`config.mk`:
```
export PLATFORM = sky130hd
export DESIGN_NAME = irq_poll_arbiter
export DESIGN_NICKNAME = d
export VERILOG_FILES = /design/src/rtl/irq_pkg.sv /design/src/rtl/irq_enable_regs.sv /design/src/rtl/irq_flag_bank.sv /design/src/rtl/irq_lowest_pick.sv /design/src/rtl/irq_poll_arbiter.sv
export SDC_FILE = /design/constraint.sdc
export NUM_CORES = 1
export LEC_CHECK = 0
export BUFFER_PORTS_ARGS = -buffer_cell sky130_fd_sc_hd__buf_2
export CELL_PAD_IN_SITES_DETAIL_PLACEMENT = 0
export CELL_PAD_IN_SITES_GLOBAL_PLACEMENT = 1
export CORE_MARGIN = 5
export CORE_UTILIZATION = 34
export DETAILED_ROUTE_END_ITERATION = 8
export PLACE_DENSITY_LB_ADDON = 0.15
export SYNTH_ARGS = -nofsm -noshare
export SYNTH_HDL_FRONTEND = slang
export SYNTH_HIERARCHICAL = 1
export SYNTH_SLANG_ARGS = --single-unit
export TNS_END_PERCENT = 100
```
`constraint.sdc`:
```
create_clock -name clk -period 1.8 [get_ports clk]
set_input_delay 0.54 -clock clk [delete_from_list [all_inputs] [get_ports clk]]
set_output_delay 0.54 -clock clk [all_outputs]
set_load 0.05 [all_outputs]
```
`src/rtl/irq_pkg.sv`:
```
`timescale 1ns/1ps
package irq_pkg;
  localparam int unsigned IRQ_SRC_N = 8;
  localparam int unsigned IRQ_REG_W = 4;
endpackage

```
`src/rtl/irq_enable_regs.sv`:
```
`timescale 1ns/1ps
module irq_enable_regs #(
  parameter int unsigned NSRC  = 8,
  parameter int unsigned REG_W = 4,
  localparam int unsigned NREG  = NSRC / REG_W,
  localparam int unsigned SEL_W = (NREG > 1) ? $clog2(NREG) : 1
) (
  input  logic              clk,
  input  logic              rst_n,
  input  logic              backup_i,
  input  logic [SEL_W-1:0]  sel_i,
  input  logic              wr_i,
  input  logic [REG_W-1:0]  wdata_i,
  output logic [REG_W-1:0]  rdata_o,
  output logic [NSRC-1:0]   en_o
);
  logic [REG_W-1:0] bank [NREG];

  for (genvar g = 0; g < NREG; g++) begin : g_reg
    always_ff @(posedge clk or negedge rst_n) begin
      if (!rst_n)                                bank[g] <= '0;
      else if (backup_i)                         bank[g] <= '0;
      else if (wr_i && sel_i == SEL_W'(g))       bank[g] <= wdata_i;
    end
    assign en_o[g*REG_W +: REG_W] = bank[g];

    AST_WRITE_LANDS: assert property (@(posedge clk) disable iff (!rst_n)
      (wr_i && !backup_i && sel_i == SEL_W'(g)) |=> (bank[g] == $past(wdata_i)));
  end

  assign rdata_o = bank[sel_i];

  AST_BACKUP_ZERO: assert property (@(posedge clk) disable iff (!rst_n)
    backup_i |=> (en_o == '0));
endmodule

```
`src/rtl/irq_flag_bank.sv`:
```
`timescale 1ns/1ps
module irq_flag_bank #(
  parameter int unsigned NSRC = 8
) (
  input  logic            clk,
  input  logic            rst_n,
  input  logic [NSRC-1:0] set_i,
  input  logic [NSRC-1:0] clr_i,
  output logic [NSRC-1:0] flags_o
);
  always_ff @(posedge clk or negedge rst_n) begin
    if (!rst_n) flags_o <= '0;
    else        flags_o <= (flags_o & ~clr_i) | set_i;
  end

  AST_FLAG_HOLD: assert property (@(posedge clk) disable iff (!rst_n)
    1'b1 |=> ((flags_o & $past(flags_o & ~clr_i)) == $past(flags_o & ~clr_i)));
  AST_SET_WINS: assert property (@(posedge clk) disable iff (!rst_n)
    (|set_i) |=> ((flags_o & $past(set_i)) == $past(set_i)));
endmodule

```
`src/rtl/irq_lowest_pick.sv`:
```
`timescale 1ns/1ps
module irq_lowest_pick #(
  parameter int unsigned NSRC  = 8,
  localparam int unsigned IDX_W = (NSRC > 1) ? $clog2(NSRC) : 1
) (
  input  logic [NSRC-1:0]  pend_i,
  output logic             any_o,
  output logic [IDX_W-1:0] idx_o
);
  always_comb begin
    idx_o = '0;
    for (int i = NSRC - 1; i >= 0; i--) begin
      if (pend_i[i]) idx_o = IDX_W'(i);
    end
  end
  assign any_o = |pend_i;
endmodule

```
`src/rtl/irq_poll_arbiter.sv`:
```
`timescale 1ns/1ps
module irq_poll_arbiter
  import irq_pkg::*;
#(
  parameter int unsigned NSRC  = IRQ_SRC_N,
  parameter int unsigned REG_W = IRQ_REG_W,
  localparam int unsigned NREG  = NSRC / REG_W,
  localparam int unsigned SEL_W = (NREG > 1) ? $clog2(NREG) : 1,
  localparam int unsigned IDX_W = (NSRC > 1) ? $clog2(NSRC) : 1
) (
  input  logic             clk,
  input  logic             rst_n,
  input  logic             backup_i,
  input  logic [SEL_W-1:0] reg_sel_i,
  input  logic             reg_wr_i,
  input  logic [REG_W-1:0] reg_wdata_i,
  output logic [REG_W-1:0] reg_rdata_o,
  input  logic [NSRC-1:0]  req_i,
  input  logic             mie_i,
  output logic             irq_valid_o,
  output logic [IDX_W-1:0] irq_idx_o,
  input  logic             irq_ack_i,
  input  logic             poll_i,
  input  logic [IDX_W-1:0] poll_idx_i,
  output logic             poll_skip_o
);
  logic [NSRC-1:0] en, flags, pend, clr_poll, clr_ack;
  logic            any_pend;

  irq_enable_regs #(.NSRC(NSRC), .REG_W(REG_W)) u_regs (
    .clk(clk), .rst_n(rst_n), .backup_i(backup_i), .sel_i(reg_sel_i),
    .wr_i(reg_wr_i), .wdata_i(reg_wdata_i), .rdata_o(reg_rdata_o), .en_o(en)
  );

  irq_flag_bank #(.NSRC(NSRC)) u_flags (
    .clk(clk), .rst_n(rst_n), .set_i(req_i),
    .clr_i(clr_poll | clr_ack), .flags_o(flags)
  );

  assign pend = flags & en;

  irq_lowest_pick #(.NSRC(NSRC)) u_pick (
    .pend_i(pend), .any_o(any_pend), .idx_o(irq_idx_o)
  );

  assign irq_valid_o = mie_i & any_pend;
  assign poll_skip_o = poll_i & ~en[poll_idx_i] & flags[poll_idx_i];
  assign clr_poll    = poll_skip_o ? (NSRC'(1) << poll_idx_i) : '0;
  assign clr_ack     = (irq_valid_o && irq_ack_i) ? (NSRC'(1) << irq_idx_o) : '0;

  AST_IRQ_SOURCE_LIVE: assert property (@(posedge clk) disable iff (!rst_n)
    irq_valid_o |-> (en[irq_idx_o] && flags[irq_idx_o]));
  AST_NO_LOWER_PENDING: assert property (@(posedge clk) disable iff (!rst_n)
    irq_valid_o |-> ((pend & ((NSRC'(1) << irq_idx_o) - NSRC'(1))) == '0));
  AST_INVALID_POLL: assert property (@(posedge clk) disable iff (!rst_n)
    (poll_i && en[poll_idx_i]) |-> !poll_skip_o);
  AST_SKIP_CLEARS: assert property (@(posedge clk) disable iff (!rst_n)
    (poll_skip_o && !req_i[poll_idx_i]) |=> !flags[$past(poll_idx_i)]);
  AST_ACK_CLEARS: assert property (@(posedge clk) disable iff (!rst_n)
    (irq_valid_o && irq_ack_i && !req_i[irq_idx_o]) |=> !flags[$past(irq_idx_o)]);
endmodule

```
Yosys cells after proc, flatten, opt, wreduce, memory -nomap -nowiden
Cells that the tools add are included.

word-level totals
  register bits = 16
  bits of input ports = 23
  logic and storage cells = 45

cells by class
  magnitude comparators = 2
  shift-type cells = 2
  multiplexer cells = 21
  bitwise logic cells = 11
  reductions and logical operators = 6

operators by type and width
  cell                   count
  $mux W4                7
  $mux W3                8
  $and A8 B8 Y8          2
  $mux W8                2
  $or A8 B8 Y8           2
  $shl A1 B3 Y8 const A  2
  $not A8 Y8             1
  $reduce_or A8 Y1       1
  $bmux W1 S3            2
  $lt A3 B4 Y1 const B   1
  $reduce_bool A2 Y1     2
  $and A1 B1 Y1          3
  $logic_and A1 B1 Y1    3
  $ge A2 B2 Y1 const B   1
  $mux W1                2
  $not A1 Y1             2
  $not A1 Y2             1

Depth between registers and ports, before layout
Gate-level depths: netlist of run 1.

  depth after elaboration = 15
  mapped depth = 8
  depth with buffers taken out = 8

By module
Netlist of run 1, hierarchy kept.

modules (own cells, without submodules)
  module            instances  cells an instance  area an instance (um2)  sequential area each (um2)
  irq_enable_regs   1          36                 419.2                   200.2
  irq_poll_arbiter  1          47                 324.1                   0.0
  irq_flag_bank     1          24                 290.3                   200.2
  irq_lowest_pick   1          13                 81.3                    0.0

Least setup slack after synthesis of run 1
No wires, ideal clock.

  kind = reg2reg
  from = reg u_flags.flags_o[4]
  to = reg u_flags.flags_o[1]
  setup time = 118 ps
  arrival time = 3,247 ps
  path slack = -1,565 ps
  cell stages (with the launch flop) = 7
  period minus slack after synthesis = 3,365 ps
  cell sequence = dfrtp_1 and2_1 o41ai_1 nand3_1 o32ai_1 inv_1 a21o_1

between the ends
  longest elaborated chain between the ends = 12

ends and longest elaborated chain
  element                 RTL line                RTL
  start, declared         irq_flag_bank.sv:9      output logic [NSRC-1:0] flags_o
  start signal, assigned  irq_flag_bank.sv:13     else flags_o <= (flags_o & ~clr_i) | set_i;
  $and A8 B8 Y8           irq_poll_arbiter.sv:40  assign pend = flags & en;
  net pend[4]             irq_poll_arbiter.sv:27  logic [NSRC-1:0] en, flags, pend, clr_poll, clr_ack;
  $mux W3 (5 in a row)    irq_lowest_pick.sv:13   if (pend_i[i]) idx_o = IDX_W'(i);
  net irq_idx_o[0]        irq_poll_arbiter.sv:21  output logic [IDX_W-1:0] irq_idx_o,
  $shl A1 B3 Y8           irq_poll_arbiter.sv:49  assign clr_ack = (irq_valid_o && irq_ack_i) ? (NSRC'(1) << irq_idx_o) : '0;
  $mux W8                 irq_poll_arbiter.sv:49
  $or A8 B8 Y8            irq_poll_arbiter.sv:37  .clr_i(clr_poll | clr_ack), .flags_o(flags)
  $not A8 Y8              irq_flag_bank.sv:13
  $and A8 B8 Y8           irq_flag_bank.sv:13
  $or A8 B8 Y8            irq_flag_bank.sv:13

The timed path passes the listed nets, and every way through them passes these cells. The select of a mux whose other input is x is not followed.
A chain may end at the register's enable or synchronous reset.

Worst setup path after layout of run 1
  from = reg u_regs.bank, in the netlist u_regs/en_o[6]
  to = out poll_skip_o

between the ends
  longest elaborated chain between the ends = 5

ends and longest elaborated chain
  element                          RTL line                RTL
  start, declared                  irq_enable_regs.sv:17   logic [REG_W-1:0] bank [NREG];
  start signal, assigned by index  irq_enable_regs.sv:23   else if (wr_i && sel_i == SEL_W'(g)) bank[g] <= wdata_i;
  $bmux W1 S3                      irq_poll_arbiter.sv:47  assign poll_skip_o = poll_i & ~en[poll_idx_i] & flags[poll_idx_i];
  $mux W1 (implied by the code)    irq_poll_arbiter.sv:47
  $not A1 Y1                       irq_poll_arbiter.sv:47
  $and A1 B1 Y1 (2 in a row)       irq_poll_arbiter.sv:47
  end, declared                    irq_poll_arbiter.sv:25  output logic poll_skip_o

No other way between the ends. The select of a mux whose other input is x is not followed.

==> flow_summary.toml, run 1 <==
[sta]
max_slew_margin = 0.613
clock_skew_ns = 0.000817
setup_viol = 15
fmax_mhz = 458
rsz0062_at_grt = "yes"
worst_pin_slew_ns = 0.574
hold_viol_final = 0
whs_ns = 0.163
drv_slew = 0
fin_crit_ns = 2.18
fin_ws_ns = -0.382
finalCritPeriodShare = 1.21

[setup_path]
arrival_ns = 1.64
cp-start-kind = "flip-flop"
reg2reg_slack_ns = -0.16
cp_top_family = "flip-flops"
worstSetupPathType = "reg2out"
crit_buf_inv = 2
path_cells = "buf_4 -> nand3b_1 -> a211o_1 -> o211ai_4 -> buf_6"
r2r-start = "u_regs/en_o[5]$_DFFE_PN0P_"
end_kind = "output port"
r2r_cells = 10
crit_fanout = 3
max_stage_delay_ns = 0.43
cpMaxStageDelayCell = "dfrtp_1"
rr_endpoint = "u_flags/flags_o[0]$_DFF_PN0_"
worstPathRequired_ns = 1.26

[clock_tree]
cts-htree-levels = 1
numCtsBuffers = 3
worst_skew_pair.late_latency_ns = 0.28
cts_sinks = 16
cts_buffer_depth = 2
cts_tree = "done"
hold_buffers = 0
path_clk_slew_ns = 0.09
cts.root.buffer_cell = "clkbuf_4"

[cells_and_area]
nets = 209
n_antenna_cell = 0
area_growth_pct = 71.7
fin_util = 0.617
layout-drive-gt1-share = 0.576
fill_cells = 280
layout.cells.non_filler = 228

[synthesis]
syn_nets = 143
synth_top_area_frac = 0.359
synth_commonest_cells = "dfrtp_1 (16), nand2b_1 (16), inv_1 (10)"
syn_area_um2 = 1110
yosysTopAreaCell = "dfrtp_1"
yosys_most_used_dff = "dfrtp_1"
ys_seq_elements = 16
synth.distinct_cells = 31
synthArstFlopShare = 1.00
syn_inst = 120
ys_top_cells_by_area = "dfrtp_1 (36%), nand2b_1 (9.0%), mux2i_1 (7.2%)"
syn_area_per_cell_um2 = 9.29
ys_seq_area_frac = 0.359
yosys_warnings = 6
synth_edf_count = 0

[status]
status = "finished with violations"
violations = "setup timing"

[grt]
grt_pass1_vias = 1214
overflow = 0
use_met1 = 0.181
gr-usage-met2 = 0.276
grt_pass1_wl_um = 5290
grt_max_degree = 17
grt_util_all_layers = 0.155
grt_antenna_before_repair = 0
grt-busiest-layer = "met2"
gr-usage-met3 = 0.0316

[route]
vias = 1119
drtAntennaViolNets = 0
wl_per_cell_um = 14.3
viasPerCell = 4.91
drtIter0Drc = 33
drtPass1Iterations = 2
drt_wl_total_um = 3260
drc = 0

[power_and_ir_drop]
p_total_mw = 1.10
power.leakage_nw = 0.840
power_per_cell_area_nw_per_um2 = 575
peakVddDrop_mv = 0.327

[place]
port_buffers = 31
gp_congestion = 0.795
dp_hpwl_um = 2470
placedCellCount = 216

[hold_path]
min_path_type = "in2async"

[floorplan]
die_w_um = 67.3
num_io_pins = 32
initial_core_util = 0.359
fp.dieH_um = 67.3
core_area_um2 = 3100
die_area_um2 = 4520
rows = 20

[run]
cap_violations = 0
[where the power goes]
group          switching [mW]  total (mW)  internal [mW]
Combinational           0.260       0.523          0.263
Sequential             0.0153       0.393          0.378
Clock                   0.107       0.185         0.0775
[through the flow]
step | worst slack, ns | area, µm² | setup TNS [ns]
detailed placement | -0.469 | 1550 | -1.57
CTS | -0.391 | 1780 | -2.90
global route | -0.464 | 1910 | -3.72
floorplan | -0.298 | 1170 | -1.41
global placement | -0.466 | 1550 | -1.35
finish | -0.382 | 1910 | -2.49
[cell families after synthesis]
| kind of cell | share of synthesized area |
|---|---|
| AND/OR/NAND/NOR | 0.291 |
| multiplexers | 0.112 |
| buffers and inverters | 0.0505 |
| flip-flops | 0.359 |
| AO/OA/AOI/OAI | 0.187 |
[sequential cells by signal (all words and copies together), names as in the netlist]
register	cells
u_flags/flags_o	8
u_regs/en_o	8
[final cells by class]
type                    instances  area [µm²]  area share
flip-flops and latches         16         400       0.209
multi-input cells              90         872       0.456
clock buffers                   3        22.5      0.0118
well taps                      44        55.1      0.0288
inverters                      10        37.5      0.0196
repair buffers                 65         527       0.275
[worst max-delay path by stage]
| stage | cells after the start | end | startpoint | slack, ns |
|---|---|---|---|---|
| finish | 5 | poll_skip_o | u_regs/en_o[6]$_DFFE_PN0P_ | -0.38 |
| global route | 5 | irq_valid_o | u_regs/en_o[5]$_DFFE_PN0P_ | -0.46 |
| CTS | 4 | poll_skip_o | u_regs/en_o[4]$_DFFE_PN0P_ | -0.39 |
| detailed placement | 5 | poll_skip_o | poll_idx_i[1] | -0.47 |
| global placement | 5 | poll_skip_o | poll_idx_i[1] | -0.47 |
| floorplan | 6 | u_flags/flags_o[1]$_DFF_PN0_ | u_flags/flags_o[0]$_DFF_PN0_ | -0.30 |
[cell usage in the layout (no fill, tap or decap), drive strengths merged]
cell / instances
a211o: 1
a21boi: 1
a21o: 8
a21oi: 1
and2: 9
and3b: 2
and4b: 1
and4bb: 1
buf: 65
clkbuf: 3
dfrtp: 16
inv: 10
mux2: 4
mux2i: 8
nand2: 4
nand2b: 16
nand3: 5
nand3b: 2
nor2: 3
nor2b: 4
nor3b: 2
nor4: 1
o211ai: 1
o21ai: 4
o21bai: 3
o22ai: 2
o32ai: 5
o41ai: 1
or3b: 1
[per-layer routing]
layer  share of wire  up-vias
met3           0.036        4
met1            0.45      538
met5               0        -
li1                -      554
met2            0.50       23
met4           0.012        0
[repair_timing]
item	CTS	global route
buffers inserted	4	10
endpoints found under the setup margin	17	17
gates resized for setup	47	27
pin swaps	8	10
Power figures use the tool's default switching activity.
==> run 2, diff against run 1 <==
--- a/config.mk
+++ b/config.mk
@@ -6,7 +6,7 @@
 export NUM_CORES = 1
 export LEC_CHECK = 0
 export BUFFER_PORTS_ARGS = -buffer_cell sky130_fd_sc_hd__buf_2
-export CELL_PAD_IN_SITES_DETAIL_PLACEMENT = 0
+export CELL_PAD_IN_SITES_DETAIL_PLACEMENT = 1
 export CELL_PAD_IN_SITES_GLOBAL_PLACEMENT = 1
 export CORE_MARGIN = 5
 export CORE_UTILIZATION = 34
==> run 2 against run 1 <==
  * The run still ends with setup timing left
  * Non-clock buffer count fell by 1
  * Total power is 7.4% higher
  * First-iteration DRC count is the same
  * Flip-flop and latch count unchanged
  * Critical path depth down 1
  * Via count up 5.4%
  * Worst setup slack got worse by 0.033 ns
  * Critical path type unchanged
==> flow_summary.toml, run 2 (same netlist as run 1, synthesis figures left out) <==
[floorplan]
num_io_pins = 32
initial_core_util = 0.359
core_area_um2 = 3100
fp.dieH_um = 67.3
die_w_um = 67.3
rows = 20
die_area_um2 = 4520

[sta]
fin_ws_ns = -0.415
max_slew_margin = 0.670
drv_slew = 0
finalCritPeriodShare = 1.23
clock_skew_ns = 0.00180
fin_crit_ns = 2.21
setup_viol = 17
rsz0062_at_grt = "yes"
worst_pin_slew_ns = 0.490
whs_ns = 0.140
setup_tns_ns = -3.59
hold_viol_final = 0
fmax_mhz = 452

[setup_path]
worstSetupPathType = "reg2out"
max_stage_delay_ns = 0.43
path_cells = "or3b_4 -> a211o_1 -> o211ai_4 -> buf_6"
crit_fanout = 3
worstPathRequired_ns = 1.26
cpMaxStageDelayCell = "dfrtp_1"
end_kind = "output port"
cp-start-kind = "flip-flop"
arrival_ns = 1.67

[clock_tree]
cts_tree = "done"
cts_sinks = 16
path_clk_slew_ns = 0.11
worst_skew_pair.late_latency_ns = 0.30
cts_buffer_depth = 2
cts-htree-levels = 1
cts.root.buffer_cell = "clkbuf_4"
hold_buffers = 0
numCtsBuffers = 3

[place]
gp_congestion = 0.795
dp_hpwl_um = 3000
port_buffers = 31

[grt]
grt_pass1_wl_um = 6380
grt_util_all_layers = 0.192
overflow = 0
grt_pass1_vias = 1337
grt_antenna_before_repair = 0
grt_max_degree = 17

[cells_and_area]
n_antenna_cell = 0
area_growth_pct = 70.6
layout_common_cells = "buf_2 (22), buf_4 (22), dfrtp_1 (16)"
layout-drive-gt1-share = 0.565
nets = 208

[status]
status = "finished with violations"
violations = "setup timing"

[power_and_ir_drop]
power_per_cell_area_nw_per_um2 = 622
peakVddDrop_mv = 0.236
power.leakage_nw = 0.845

[route]
drc = 0
drtAntennaViolNets = 0
drt_wl_total_um = 4220
wl_per_cell_um = 18.5
vias = 1179
drtIter0Drc = 33
viasPerCell = 5.17
drtPass1Iterations = 4

[hold_path]
min_path_type = "in2async"

[run]
cap_violations = 0
-- run 2: final timing paths --
kind                                               from                            to  slack [ns]  depth (start not counted)
setup / recovery             u_regs/en_o[4]$_DFFE_PN0P_                   poll_skip_o       -0.41                          4
hold / removal                                    rst_n    u_regs/en_o[1]$_DFFE_PN0P_        0.14                          1
setup reg to reg           u_flags/flags_o[5]$_DFF_PN0_  u_flags/flags_o[0]$_DFF_PN0_       -0.23                          8
hold reg to reg            u_flags/flags_o[3]$_DFF_PN0_  u_flags/flags_o[3]$_DFF_PN0_        0.52                          1
max in group asynchronous                         rst_n    u_regs/en_o[2]$_DFFE_PN0P_        1.39                          1
min in group clk                               req_i[6]  u_flags/flags_o[6]$_DFF_PN0_        0.41                          2
-- run 2: critical path, delay by kind of cell, from the launching register on --
family | cells | cell delay, ns
flip-flops | 1 | 0.43
AND/OR/NAND/NOR | 1 | 0.40
AO/OA/AOI/OAI | 2 | 0.37
buffers and inverters | 1 | 0.18
-- run 2: final cells by class --
class | instances | area, µm²
Multi-Input combinational cell | 90 | 853
Timing Repair Buffer | 64 | 519
Tap cell | 44 | 55.1
Clock buffer | 4 | 36.3
Sequential cell | 16 | 400
Inverter | 10 | 37.5
Fill cell | 357 | 1200
-- run 2: metal layers --
metal  up-vias  track usage  part of all wire  wire length (µm)
met5         -            0                 0                 0
met4         0       0.0582             0.025               105
met3         9       0.0333             0.033               141
met2        30        0.377              0.54              2270
met1       589        0.206              0.40              1700
li1        551            -                 -                 -
-- run 2: timing repair --
action	4_1_cts	5_1_grt
setup endpoints to repair	17	17
endpoints found under the hold margin	0	0
pin swaps	10	6
buffers inserted	6	7
gates resized for setup	59	10
-- run 2: where the power goes --
group / internal (mW) / leakage (nW) / switching [mW] / total [mW]
clock network: 0.123 / 0.0210 / 0.131 / 0.255
registers: 0.378 / 0.182 / 0.0173 / 0.395
logic: 0.259 / 0.642 / 0.274 / 0.533
-- run 2: through the flow --
| step | util | area (µm²) | instances | worst slack, ns | power [mW] |
|---|---|---|---|---|---|
| floorplan | - | 1170 | 120 | -0.298 | 0.638 |
| global placement | 0.500 | 1550 | 216 | -0.466 | 0.776 |
| detailed placement | 0.500 | 1550 | 216 | -0.473 | 0.792 |
| CTS | 0.589 | 1830 | 223 | -0.402 | 1.15 |
| global route | 0.613 | 1900 | 228 | -0.479 | 1.24 |
| finish | 0.613 | 1900 | 228 | -0.415 | 1.18 |
==> run 3, diff against run 2 <==
--- a/config.mk
+++ b/config.mk
@@ -5,12 +5,14 @@
 export SDC_FILE = /design/constraint.sdc
 export NUM_CORES = 1
 export LEC_CHECK = 0
-export BUFFER_PORTS_ARGS = -buffer_cell sky130_fd_sc_hd__buf_2
+export BUFFER_PORTS_ARGS = -buffer_cell sky130_fd_sc_hd__buf_4
 export CELL_PAD_IN_SITES_DETAIL_PLACEMENT = 1
 export CELL_PAD_IN_SITES_GLOBAL_PLACEMENT = 1
 export CORE_MARGIN = 5
 export CORE_UTILIZATION = 34
+export CTS_BUF_LIST = sky130_fd_sc_hd__clkbuf_16
 export DETAILED_ROUTE_END_ITERATION = 8
+export MAX_ROUTING_LAYER = met4
 export PLACE_DENSITY_LB_ADDON = 0.15
 export SYNTH_ARGS = -nofsm -noshare
 export SYNTH_HDL_FRONTEND = slang
==> run 3 against run 2 <==
  * The flow still finishes with violations (setup timing)
  * First-iteration DRC count grew to 2.5 times the previous value
  * Die area unchanged
  * Hold slack improved by 0.0060 ns
  * Via count grew 6.2%
  * Non-clock buffer count unchanged
  * Clock power increased by 74%
  * Total power up 21%
  * Clock skew barely moved
  * Critical path type is now in2out
  * Highest routed layer unchanged
==> flow_summary.toml, run 3 (same netlist as run 1, synthesis figures left out) <==
[status]
status = "finished with violations"
violations = "setup timing"

[sta]
max_slew_margin = 0.580
rsz0062_at_grt = "yes"
fin_ws_ns = -0.431
worst_pin_slew_ns = 0.624
clock_skew_ns = 0.00158
hold_viol_final = 0
drv_slew = 0
fin_crit_ns = 2.23
finalCritPeriodShare = 1.24
fmax_mhz = 448
setup_viol = 14

[route]
drtIter0Drc = 83
drt_wl_total_um = 5230
drtAntennaViolNets = 0
wl_per_cell_um = 22.9
drtPass1Iterations = 4
viasPerCell = 5.49
drc = 0
vias = 1252

[cells_and_area]
layout-drive-gt1-share = 0.592
fin_util = 0.655
layout.cells.most_common = "buf_4"
n_antenna_cell = 0
area_growth_pct = 82.3
ff_latch_area_um2 = 400
layout_common_cells = "buf_4 (46), buf_6 (16), dfrtp_1 (16)"
multi_input_comb_area_um2 = 902
fill_cells = 346
nets = 208

[power_and_ir_drop]
power_per_cell_area_nw_per_um2 = 702
power.leakage_nw = 0.883
peakVddDrop_mv = 0.427
p_total_mw = 1.43

[floorplan]
die_area_um2 = 4520
core_area_um2 = 3100
initial_core_util = 0.359
num_io_pins = 32
die_w_um = 67.3
rows = 20
fp.dieH_um = 67.3

[grt]
grt_util_all_layers = 0.240
grt_pass1_wl_um = 7510
grt_max_degree = 17
grt_pass1_vias = 1448
grt_antenna_before_repair = 0
overflow = 0

[place]
port_buffers = 31
gp_congestion = 0.810
dp_hpwl_um = 2940

[setup_path]
cp-start-kind = "primary input"
end_kind = "output port"
arrival_ns = 1.69
crit_fanout = 10
worstSetupPathType = "in2out"
worstPathRequired_ns = 1.26

[run]
cap_violations = 0

[hold_path]
min_path_type = "in2async"

[clock_tree]
hold_buffers = 0
cts_sinks = 16
numCtsBuffers = 3
path_clk_slew_ns = 0.05
worst_skew_pair.late_latency_ns = 0.25
cts.root.buffer_cell = "clkbuf_16"
cts_buffer_depth = 2
cts-htree-levels = 1
cts_tree = "done"
## run 3: cell count changes in the layout (fill, tap and decap cells not counted), moves of 2 or more
cell,change
o21bai_4,+2
mux2_2,+3
clkbuf_16,+3
mux2_4,-3
buf_8,-3
o21bai_1,-2
clkbuf_4,-3
buf_4,+24
buf_2,-22
## run 3: report_power, final
| part | internal, mW | total (mW) | switching, mW |
|---|---|---|---|
| clock | 0.295 | 0.444 | 0.148 |
| combinational | 0.280 | 0.587 | 0.307 |
| sequential | 0.379 | 0.396 | 0.0167 |
| total | 0.955 | 1.43 | 0.471 |
## run 3: final timing paths
check	from	to	slack (ns)	cells past startpoint
worst max-delay path	poll_idx_i[1]	poll_skip_o	-0.43	6
worst min-delay path	rst_n	u_regs/en_o[1]$_DFFE_PN0P_	0.15	1
worst max register to register	u_regs/en_o[3]$_DFFE_PN0P_	u_flags/flags_o[2]$_DFF_PN0_	-0.22	10
worst min register to register	u_flags/flags_o[4]$_DFF_PN0_	u_flags/flags_o[4]$_DFF_PN0_	0.54	1
max in group asynchronous	rst_n	u_flags/flags_o[6]$_DFF_PN0_	1.46	1
min in group clk	req_i[4]	u_flags/flags_o[4]$_DFF_PN0_	0.47	2
## run 3: layout make-up
cell class / instances / share of cell area
clock buffers: 3 / 0.0369
clock inverters: 1 / 0.00185
inverters: 10 / 0.0197
multi-input cells: 90 / 0.444
flip-flops and latches: 16 / 0.197
well taps: 44 / 0.0271
repair buffers: 64 / 0.273
## run 3: per-stage QoR
stage / setup slack (ns) / std cells / hold slack [ns] / area (µm²) / setup TNS (ns)
3_3_place_gp: -0.409 / 215 / 0.409 / 1620 / -1.21
2_1_floorplan: -0.298 / 120 / 0.244 / 1170 / -1.41
3_5_place_dp: -0.412 / 215 / 0.417 / 1620 / -1.67
5_1_grt: -0.449 / 228 / 0.162 / 2030 / -3.76
4_1_cts: -0.328 / 227 / 0.154 / 1940 / -2.26
6_report: -0.431 / 228 / 0.146 / 2030 / -2.98
## run 3: timing repair
item                                   CTS  global route
pin swaps                               19            10
buffers inserted                         8             5
setup endpoints to repair               13            16
endpoints found under the hold margin    0             0
gates resized for setup                 47            17
## run 3: per-layer routing
layer | track usage | routed length [µm]
met4 | 0.159 | 152
met3 | 0.0433 | 232
met1 | 0.234 | 2110
met2 | 0.431 | 2730
met5 | - | 0
## run 3: worst max-delay path, stage by stage
cell and delay, ns:
buf_6 0.10, buf_4 0.16, and3b_1 0.22, o32ai_2 0.39
o211ai_4 0.11, buf_6 0.17
